==> src/rtl/mpg_pkg.sv <==
package mpg_pkg;

  localparam int SLOT_W  = 3;
  localparam int NUM_OUT = 4;

  typedef enum logic [1:0] {
    MODE_TWO   = 2'b00,
    MODE_THREE = 2'b01,
    MODE_FOUR  = 2'b10,
    MODE_RSVD  = 2'b11
  } mode_e;

  // Reserved code folds onto two-phase operation.
  function automatic mode_e mode_resolve(input logic [1:0] code);
    return (code == 2'b11) ? MODE_TWO : mode_e'(code);
  endfunction

  // Index of the final slot of one output cycle.
  function automatic logic [SLOT_W-1:0] mode_last_slot(input mode_e m);
    case (m)
      MODE_THREE: return SLOT_W'(5);
      MODE_FOUR:  return SLOT_W'(7);
      default:    return SLOT_W'(1);
    endcase
  endfunction

  // Output levels for one slot; bit 0 is output 1.
  function automatic logic [NUM_OUT-1:0] slot_levels(input mode_e m,
                                                     input logic [SLOT_W-1:0] s,
                                                     input logic first);
    logic [NUM_OUT-1:0] v;
    v = '0;
    case (m)
      MODE_THREE: begin
        v[0] = (s < SLOT_W'(2));
        v[1] = (s == SLOT_W'(2)) || (s == SLOT_W'(3));
        v[2] = (s >= SLOT_W'(4));
      end
      MODE_FOUR: begin
        v[0] = (s < SLOT_W'(4));
        v[1] = (s >= SLOT_W'(2)) && (s < SLOT_W'(6));
        v[2] = (s >= SLOT_W'(4));
        v[3] = (s >= SLOT_W'(6)) || ((s < SLOT_W'(2)) && !first);
      end
      default: begin
        v[0] = (s == SLOT_W'(0));
        v[1] = (s == SLOT_W'(1));
        v[2] = v[0];
        v[3] = v[1];
      end
    endcase
    return v;
  endfunction

endpackage

==> src/rtl/mpg_prescaler.sv <==
module mpg_prescaler #(
  parameter int SEL_W = 2
) (
  input  logic             clk,
  input  logic             rst_n,
  input  logic             run,
  input  logic [SEL_W-1:0] sel,
  output logic             tick
);
  localparam int CNT_W = (1 << SEL_W) - 1;

  logic [CNT_W-1:0] cnt;
  logic [CNT_W:0]   span;
  logic [CNT_W-1:0] limit;

  assign span  = (CNT_W+1)'(1) << sel;
  assign limit = CNT_W'(span - (CNT_W+1)'(1));
  assign tick  = run && (cnt == limit);

  always_ff @(posedge clk or negedge rst_n) begin
    if (!rst_n)            cnt <= '0;
    else if (!run || tick) cnt <= '0;
    else                   cnt <= cnt + CNT_W'(1);
  end
endmodule

==> src/rtl/mpg_sequencer.sv <==
module mpg_sequencer
  import mpg_pkg::*;
#(
  parameter int SEL_W = 2
) (
  input  logic              clk,
  input  logic              rst_n,
  input  logic              tick,
  input  logic [SEL_W-1:0]  div_sel_i,
  input  logic [1:0]        phase_sel_i,
  output logic              run,
  output logic [SEL_W-1:0]  act_sel,
  output mode_e             act_mode,
  output logic [SLOT_W-1:0] slot,
  output logic              first,
  output logic              cycle_end
);
  mode_e next_mode;

  assign next_mode = mode_resolve(phase_sel_i);
  assign cycle_end = run && tick && (slot == mode_last_slot(act_mode));

  always_ff @(posedge clk or negedge rst_n) begin
    if (!rst_n) begin
      run      <= 1'b0;
      act_sel  <= '0;
      act_mode <= MODE_TWO;
      slot     <= '0;
      first    <= 1'b1;
    end else if (!run) begin
      run      <= 1'b1;
      act_sel  <= div_sel_i;
      act_mode <= next_mode;
      slot     <= '0;
      first    <= 1'b1;
    end else if (cycle_end) begin
      act_sel  <= div_sel_i;
      act_mode <= next_mode;
      slot     <= '0;
      first    <= (next_mode != act_mode);
    end else if (tick) begin
      slot     <= slot + SLOT_W'(1);
    end
  end
endmodule

==> src/rtl/mpg_pattern.sv <==
module mpg_pattern
  import mpg_pkg::*;
(
  input  logic               clk,
  input  logic               rst_n,
  input  logic               run,
  input  mode_e              mode,
  input  logic [SLOT_W-1:0]  slot,
  input  logic               first,
  output logic [NUM_OUT-1:0] phase_o
);
  always_ff @(posedge clk or negedge rst_n) begin
    if (!rst_n)   phase_o <= '0;
    else if (run) phase_o <= slot_levels(mode, slot, first);
    else          phase_o <= '0;
  end
endmodule

==> src/rtl/multiphase_clkgen.sv <==
module multiphase_clkgen
  import mpg_pkg::*;
#(
  parameter int SEL_W = 2
) (
  input  logic               clk,
  input  logic               rst_n,
  input  logic [SEL_W-1:0]   div_sel,
  input  logic [1:0]         phase_sel,
  output logic [NUM_OUT-1:0] phase_out
);
  logic              run;
  logic              tick;
  logic              cycle_end;
  logic              first;
  logic [SEL_W-1:0]  act_sel;
  mode_e             act_mode;
  logic [SLOT_W-1:0] slot;

  mpg_prescaler #(.SEL_W(SEL_W)) u_prescaler (
    .clk   (clk),
    .rst_n (rst_n),
    .run   (run),
    .sel   (act_sel),
    .tick  (tick)
  );

  mpg_sequencer #(.SEL_W(SEL_W)) u_sequencer (
    .clk         (clk),
    .rst_n       (rst_n),
    .tick        (tick),
    .div_sel_i   (div_sel),
    .phase_sel_i (phase_sel),
    .run         (run),
    .act_sel     (act_sel),
    .act_mode    (act_mode),
    .slot        (slot),
    .first       (first),
    .cycle_end   (cycle_end)
  );

  mpg_pattern u_pattern (
    .clk     (clk),
    .rst_n   (rst_n),
    .run     (run),
    .mode    (act_mode),
    .slot    (slot),
    .first   (first),
    .phase_o (phase_out)
  );
endmodule

==> config.mk <==
export PLATFORM = sky130hd
export DESIGN_NAME = multiphase_clkgen
export DESIGN_NICKNAME = d
export VERILOG_FILES = /design/src/rtl/mpg_pkg.sv /design/src/rtl/mpg_prescaler.sv /design/src/rtl/mpg_sequencer.sv /design/src/rtl/mpg_pattern.sv /design/src/rtl/multiphase_clkgen.sv
export SDC_FILE = /design/constraint.sdc
export NUM_CORES = 1
export LEC_CHECK = 0
export BUFFER_PORTS_ARGS = -buffer_cell sky130_fd_sc_hd__buf_2
export CORE_MARGIN = 8
export CORE_UTILIZATION = 55
export DETAILED_ROUTE_END_ITERATION = 12
export PLACE_DENSITY = 0.75
export SLEW_MARGIN = 20
export SYNTH_ARGS = -nofsm -noshare
export SYNTH_HDL_FRONTEND = slang
export SYNTH_SLANG_ARGS = --single-unit
==> constraint.sdc <==
create_clock -name clk -period 2.4 [get_ports clk]
set_clock_uncertainty 0.1 [all_clocks]
set_input_delay 0.12 -clock clk [delete_from_list [all_inputs] [get_ports clk]]
set_output_delay 0.12 -clock clk [all_outputs]
set_load 0.05 [all_outputs]
==> results by group, run 1 <==
Drt
  • Final wirelength: 1679 µm
  • Total number of vias: a little under 700
  • Detailed-routing iteration count for the pre-antenna-repair pass: 4
  • Starting DRC count in detailed routing: 15
  • Detail-routed net length per standard cell: 13.88 µm
  • Post-DR vias/cell: between 5 and 6
  • Remaining antenna violation count after routing: 0
  • DRC viols: 0

Worst setup path
  • Cell class contributing the biggest share of worst-path delay: compound AO/OA/AOI/OAI gates
  • Arr. time, crit path: ~2.2 ns
  • Highest-delay cell along the critical path: sky130_fd_sc_hd__dfrtp_1
  • Crit Reg-Reg Endpoint: u_sequencer.act_sel[1]
  • Number of buffer and inverter stages on the critical path: 1
  • Cells traversed along the worst timing path: inv_1 -> ha_1 -> xor2_1 -> a31oi_1 -> a31o_4 -> mux2_4
  • Critical path peak fanout: 6
  • Reg2reg path depth: 6
  • WP data required: about 2.5 ns
  • Setup slack on the worst flop-to-flop path: between 0.3 and 0.4 ns
  • Kind of capture point of the worst setup path: flip-flop
  • Reg-to-Reg Start: u_sequencer.act_mode[0]
  • Worst setup SP type: flip-flop
  • WS Path Type: reg2reg
  • Largest stage delay on the critical path: 0.42 ns

Timing
  • Summed negative setup slack over all endpoints: 0 ns
  • RSZ-0062 raised after global routing: false
  • Setup ws final: 0.3268 ns
  • Max-slew violations: 0
  • Post-route fraction of the period consumed by the critical path: about 86%
  • FMAX: ~0.48 GHz
  • Final Hold Viols: 0
  • Shortest period the worst path allows: a little over 2 ns
  • Setup-failing EPs final: 0

Synth
  • Count of unique library cells instantiated by Yosys: 33
  • Average instance area after synthesis: ~11 µm²
  • Largest area contributor in the synthesized netlist: sky130_fd_sc_hd__dfrtp_1
  • Primary flip-flop cell chosen by synthesis mapping: sky130_fd_sc_hd__dfrtp_1
  • Synth Warn #: 0
  • Synth area leaders: sky130_fd_sc_hd__dfrtp_1, sky130_fd_sc_hd__ha_1, sky130_fd_sc_hd__mux2_4, sky130_fd_sc_hd__inv_1, sky130_fd_sc_hd__dfstp_2
  • Post-synthesis cell count: between 90 and 100
  • Seq/Total Area, Yosys: 41.26%
  • Share of Yosys cell area claimed by the top area cell type: roughly two fifths
  • Synth async-reset ratio: 100.0%
  • Summed instance area of the synthesized netlist: about 1000 µm²
  • Seq cells post-synth: 16
  • Number of synthesized flops with an enable pin: 0
  • Synth Net Count: roughly 110

CTS
  • Worst-skew pair later-pin latency: ~0.28 ns
  • Total number of clock tree sinks: 16
  • H-tree depth: 1
  • Deepest clock path buffer count: 2
  • Clock transition at path regs: roughly 0.09 ns
  • CTS Root Cell: sky130_fd_sc_hd__clkbuf_4
  • Post-cts sizing count: 0
  • Clock buffers created by TritonCTS: 3
  • TritonCTS clock tree: done

Finish
  • Highest-count cells in the layout ignoring fill and taps: sky130_fd_sc_hd__dfrtp_1, sky130_fd_sc_hd__buf_2, sky130_fd_sc_hd__inv_1, sky130_fd_sc_hd__ha_1
  • Count of nets after finishing: roughly 120
  • Fraction of layout cells with a size suffix above 1: roughly a quarter
  • Most frequent standard cell in the layout excluding fill and tap cells: sky130_fd_sc_hd__dfrtp_1
  • Antenna fix cells: 0
  • Area growth from synthesis to final layout: 12.08%
  • Total non-filler cell area in the finished layout: about 1100 µm²

Floorplanning
  • Die Height: between 50 and 60 µm
  • Top-level I/O count: 10
  • Row Count: 15
  • Area of the core region: ~1700 µm²
  • Die Area: ~3400 µm²
  • Die width: about 58 µm
  • Initial standard-cell utilization of the core: slightly below 60%

Global routing
  • GRT met1 Usage: a little over an eighth
  • Initial antenna violation count: 0
  • Global routing usage on met2: ~18%
  • Total global routing overflow: 0
  • Global-route usage over all layers: between 10% and 20%
  • Maximum number of pins on one net before global-route repair: 17
  • Global-route wire length before repair: 2898 µm
  • Met3 track demand over resource in global routing: approximately 2.4%
  • Busiest layer in global routing: met2
  • Via count of the first global-routing pass: roughly 660

Run status
  • Result of the run: finished, final reports clean

Placement
  • Detailed Place HPWL: around 1200 µm
  • Count of buffers from port buffering: 9
  • Dpl ws: ~0.35 ns
  • Last weighted congestion value of the routability-driven placer: 0.8440
  • Instance area after placement: approximately 1000 µm²

Flow run
  • Reported max-cap violation count: 0

Power and ir drop
  • Peak VDD IR: between 0.6 and 0.7 mV
  • Power share of the combinational group: between 40% and 50%
  • Switch share: between 40% and 50%
  • Clock network fraction of design power: between 10 and 15%
  • Internal power consumption: slightly above 700 µW
  • Leakage power: around 0.53 nW
  • Sequential Power Share: 37.6%
  • Power density over the cells: between 1000 and 1500 nW/µm²
  • Net load switching power: just over 500 µW

Min path
  • Class of the tightest hold or removal check: in2async
flip-flops by register name, indices dropped and copies added, names as in the netlist:
register / cells
u_prescaler.cnt: 3
u_sequencer.run: 1
u_sequencer.slot: 3
u_sequencer.act_sel: 2
u_sequencer.act_mode: 2
u_sequencer.first: 1
u_pattern.phase_o: 4
power groups by stage:
stage	clock [mW]	combinational, mW	sequential, mW
3_5_place_dp	0	0.589	0.466
5_1_grt	0.189	0.661	0.480
4_1_cts	0.180	0.596	0.462
6_report	0.176	0.593	0.463
2_1_floorplan	0	0.423	0.520
3_3_place_gp	0	0.577	0.464
layer usage:
metal / vias to the layer above / wire (µm)
li1: 346 / -
met1: 327 / 797
met2: 12 / 787
met3: 4 / 70
met4: 0 / 23
met5: - / 0
cell usage after synthesis, types with 2 or more instances:
library cell               count
sky130_fd_sc_hd__dfrtp_1      15
sky130_fd_sc_hd__ha_1          8
sky130_fd_sc_hd__inv_1         8
sky130_fd_sc_hd__mux2_4        5
sky130_fd_sc_hd__o21ai_0       5
sky130_fd_sc_hd__a21oi_1       4
sky130_fd_sc_hd__nand2_1       4
sky130_fd_sc_hd__and3_1        3
sky130_fd_sc_hd__nor2_1        3
sky130_fd_sc_hd__nor2b_1       3
sky130_fd_sc_hd__a31oi_1       2
sky130_fd_sc_hd__buf_2         2
sky130_fd_sc_hd__nand2b_1      2
sky130_fd_sc_hd__nand3_1       2
sky130_fd_sc_hd__nand4_1       2
sky130_fd_sc_hd__nor3b_1       2
sky130_fd_sc_hd__nor4_1        2
sky130_fd_sc_hd__o31ai_1       2
sky130_fd_sc_hd__xnor2_1       2
sky130_fd_sc_hd__xor2_1        2
how the worst max path moves through the flow:
stage | start | to | slack, ns | cells after the start
after global routing | u_sequencer.act_mode[0] | u_sequencer.act_sel[1] | 0.20 | 6
final | u_sequencer.act_mode[0] | u_sequencer.act_sel[1] | 0.33 | 6
after global placement | u_sequencer.act_mode[0] | u_sequencer.act_mode[1] | 0.39 | 6
after floorplan | u_sequencer.act_mode[0] | u_sequencer.act_mode[0] | 0.48 | 6
after CTS | u_sequencer.act_mode[0] | u_sequencer.act_sel[1] | 0.33 | 6
after detailed placement | u_sequencer.act_mode[0] | u_sequencer.act_sel[0] | 0.35 | 6
per-stage QoR:
stage               cells  utilization [%]  power [mW]  hold slack [ns]
detailed placement    114            60.67       1.054         -0.04774
global placement      114            60.67       1.041         -0.05193
floorplan              91                -      0.9432          -0.2756
CTS                   121            64.59       1.238           0.1637
finish                121            64.59       1.232           0.1663
global route          121            64.59       1.330           0.1686
what timing repair did:
item | 4_1_cts | 5_1_grt
hold buffers | 3 | 0
buffers inserted | 0 | 0
endpoints found under the hold margin | 18 | 0
logic make-up after synthesis:
group | after synthesis | share of synthesized area (%)
compound gates | 17 | 12.98
xor+xnor | 4 | 3.600
fa+ha+maj | 8 | 10.28
buf+inv | 11 | 4.627
flops | 16 | 41.26
mux | 5 | 7.712
other cells | 1 | 0.3852
simple gates | 29 | 19.15
final cells by class:
class	count	area, µm²
Tap cell	17	21.27
Fill cell	139	598.1
Multi-Input combinational cell	64	526.8
Sequential cell	16	401.6
Inverter	8	30.03
Timing Repair Buffer	12	75.07
Clock buffer	4	36.28
Power figures use the tool's default switching activity.
==> run 2, diff against run 1 <==
--- a/config.mk
+++ b/config.mk
@@ -8,6 +8,7 @@
 export BUFFER_PORTS_ARGS = -buffer_cell sky130_fd_sc_hd__buf_2
 export CORE_MARGIN = 8
 export CORE_UTILIZATION = 55
+export CTS_BUF_LIST = sky130_fd_sc_hd__clkbuf_8
 export DETAILED_ROUTE_END_ITERATION = 12
 export PLACE_DENSITY = 0.75
 export SLEW_MARGIN = 20
==> run 2 against run 1 <==
Flip-flop and latch count unchanged. Clock power increased by 34%. Final area grew 1.7%. Wire length shrank 0.30%. Worst hold slack improved by 0.044 ns.
==> results by group, run 2 (same netlist as run 1, synthesis figures left out) <==
Worst setup path
  • Arr. time, crit path: 2.11 ns (-0.04 ns)
  • Cell class contributing the biggest share of worst-path delay: compound AO/OA/AOI/OAI gates
  • WP data required: 2.44 ns (-0.04 ns)
  • Highest-delay cell along the critical path: sky130_fd_sc_hd__dfrtp_1
  • WS Path Type: reg2reg
  • Cells traversed along the worst timing path: inv_1 -> ha_1 -> xor2_1 -> a31oi_1 -> a31o_4 -> mux2_4
  • Largest stage delay on the critical path: 0.41 ns (about the same)
  • Critical path peak fanout: 6 (unchanged)
  • Worst setup SP type: flip-flop
  • Kind of capture point of the worst setup path: flip-flop
  • Number of buffer and inverter stages on the critical path: 1 (unchanged)

Min path
  • Class of the tightest hold or removal check: in2async

Floorplanning
  • Initial standard-cell utilization of the core: 57.63% (unchanged)
  • Row Count: 15 (unchanged)
  • Die Area: 3372 µm² (unchanged)
  • Die width: 58.07 µm (unchanged)
  • Die Height: 58.07 µm (unchanged)
  • Top-level I/O count: 10 (unchanged)
  • Area of the core region: 1689 µm² (unchanged)

Finish
  • Area growth from synthesis to final layout: 14.01%
  • Share of the core filled with cells: 65.70% (+1.1 points)
  • Fraction of layout cells with a size suffix above 1: 24.04% (unchanged)
  • Highest-count cells in the layout ignoring fill and taps: sky130_fd_sc_hd__dfrtp_1, sky130_fd_sc_hd__buf_2, sky130_fd_sc_hd__inv_1, sky130_fd_sc_hd__ha_1
  • Most flop-heavy register: u_pattern.phase_o
  • Most frequent standard cell in the layout excluding fill and tap cells: sky130_fd_sc_hd__dfrtp_1
  • Count of nets after finishing: 119 (unchanged)
  • Layout filler cell count: 139 (unchanged)
  • Biggest registers after layout: u_pattern.phase_o (4), u_prescaler.cnt (3), u_sequencer.slot (3)
  • Antenna fix cells: 0 (unchanged)
  • Largest register FFs: 4 (unchanged)

Power and ir drop
  • Switch share: 39.52% (-1.5 points)
  • Net load switching power: 510.4 µW (+1.1%)
  • Clock network fraction of design power: 18.3% (+4.0 points)
  • Power density over the cells: 1164 nW/µm² (+3.0%)
  • Internal power consumption: 781.0 µW (+7.4%)
  • Power share of the combinational group: 45.8% (-2.3 points)
  • Leakage power: 0.5338 nW (+1.5%)
  • Sequential Power Share: 35.9% (-1.7 points)
  • Peak VDD IR: 0.6836 mV (+4.0%)
  • Final total power: 1.291 mW (+4.8%)

Drt
  • Final wirelength: 1674 µm (-0.30%)
  • Remaining antenna violation count after routing: 0 (unchanged)
  • Starting DRC count in detailed routing: 7 (-8)
  • Detailed-routing iteration count for the pre-antenna-repair pass: 4 (unchanged)
  • Total number of vias: 683 (-0.87%)
  • Detail-routed net length per standard cell: 13.83 µm (-0.30%)
  • DRC viols: 0 (unchanged)
  • Post-DR vias/cell: 5.645 (-0.87%)

Timing
  • Post-route fraction of the period consumed by the critical path: 86.26% (-0.12 points)
  • Shortest period the worst path allows: 2.070 ns (-0.002972 ns)
  • Setup-failing EPs final: 0 (unchanged)
  • RSZ-0062 raised after global routing: false
  • Summed negative setup slack over all endpoints: 0 ns (unchanged)
  • FMAX: 0.4830 GHz (+0.14%)
  • Final Hold Viols: 0 (unchanged)
  • Max-slew violations: 0 (unchanged)
  • Setup ws final: 0.3298 ns (+0.002972 ns)

CTS
  • Total number of clock tree sinks: 16 (unchanged)
  • Post-cts sizing count: 0 (unchanged)
  • TritonCTS clock tree: done
  • Clock buffers created by TritonCTS: 3 (unchanged)
  • H-tree depth: 1 (unchanged)
  • Deepest clock path buffer count: 2 (unchanged)
  • Worst-skew pair later-pin latency: 0.25 ns (-0.03 ns)
  • Clock transition at path regs: 0.06 ns (-0.03 ns)
  • CTS Root Cell: sky130_fd_sc_hd__clkbuf_8

Run status
  • Result of the run: finished, final reports clean

Global routing
  • Initial antenna violation count: 0 (unchanged)
  • Total global routing overflow: 0 (unchanged)
  • Global-route wire length before repair: 2946 µm (+1.7%)
  • Global-route usage over all layers: 11.35% (+0.18 points)
  • Maximum number of pins on one net before global-route repair: 17 (unchanged)
  • Via count of the first global-routing pass: 655 (unchanged)

Placement
  • Last weighted congestion value of the routability-driven placer: 0.8440 (unchanged)
  • Dpl ws: 0.3507 ns (unchanged)
  • Detailed Place HPWL: 1198 µm (unchanged)
  • Count of buffers from port buffering: 9 (unchanged)

Flow run
  • Reported max-cap violation count: 0 (unchanged)
-- run 2: cell counts in the layout (fill, tap and decap cells not counted) --
Identical to the previous run, type by type.
-- run 2: power by group through the flow --
stage	Clock, mW	Sequential (mW)	Combinational (mW)
floorplan	0	0.520	0.423
global placement	0	0.464	0.577
detailed placement	0	0.466	0.589
CTS	0.248	0.463	0.595
global route	0.258	0.480	0.662
finish	0.236	0.464	0.592
-- run 2: worst paths after layout --
| kind | from | to | slack, ns | cells past startpoint |
|---|---|---|---|---|
| max reg2reg | u_sequencer.act_mode[0] | u_sequencer.act_sel[1] | 0.33 | 6 |
| min | rst_n | u_sequencer.act_mode[0] | 0.21 | 2 |
| min in group clk | phase_sel[0] | u_sequencer.act_mode[1] | 0.21 | 3 |
| min reg2reg | u_prescaler.cnt[0] | u_prescaler.cnt[0] | 0.45 | 1 |
| max in group asynchronous | rst_n | u_sequencer.first | 1.68 | 2 |
| max | u_sequencer.act_mode[0] | u_sequencer.act_sel[1] | 0.33 | 6 |
-- run 2: stage by stage --
step | instances | hold slack, ns | instance area, µm²
3_3_place_gp | 114 | -0.05193 | 1025
5_1_grt | 121 | 0.2084 | 1110
3_5_place_dp | 114 | -0.04774 | 1025
4_1_cts | 121 | 0.2016 | 1110
6_report | 121 | 0.2099 | 1110
2_1_floorplan | 91 | -0.2756 | 973.4
-- run 2: routing by layer --
metal,up-vias,wire [µm],GRT usage [%]
li1,344,-,-
met1,323,790,13.77
met2,14,785,18.15
met3,2,70,3.091
met4,0,28,5.245
met5,-,0,0
-- run 2: repair_timing --
item	in CTS	in global routing
hold buffers	3	0
hold endpoints to repair	18	0
setup buffers	0	0
-- run 2: final cells by class --
class / count / area (µm²) / area share [%]
inverter: 8 / 30.03 / 2.706
timing repair buffer: 12 / 75.07 / 6.764
sequential: 16 / 401.6 / 36.19
tap: 17 / 21.27 / 1.917
multi-input combinational: 64 / 526.8 / 47.46
clock buffer: 4 / 55.05 / 4.961
-- run 2: worst reg2reg max path: cells and delay by family (launching register included) --
| family | cells | cell delay (ns) |
|---|---|---|
| flip-flops | 1 | 0.41 |
| multiplexers | 1 | 0.31 |
| buffers and inverters | 1 | 0.07 |
| XOR/XNOR | 1 | 0.19 |
| AO/OA/AOI/OAI | 2 | 0.53 |
| adder cells (fa/ha/maj) | 1 | 0.36 |
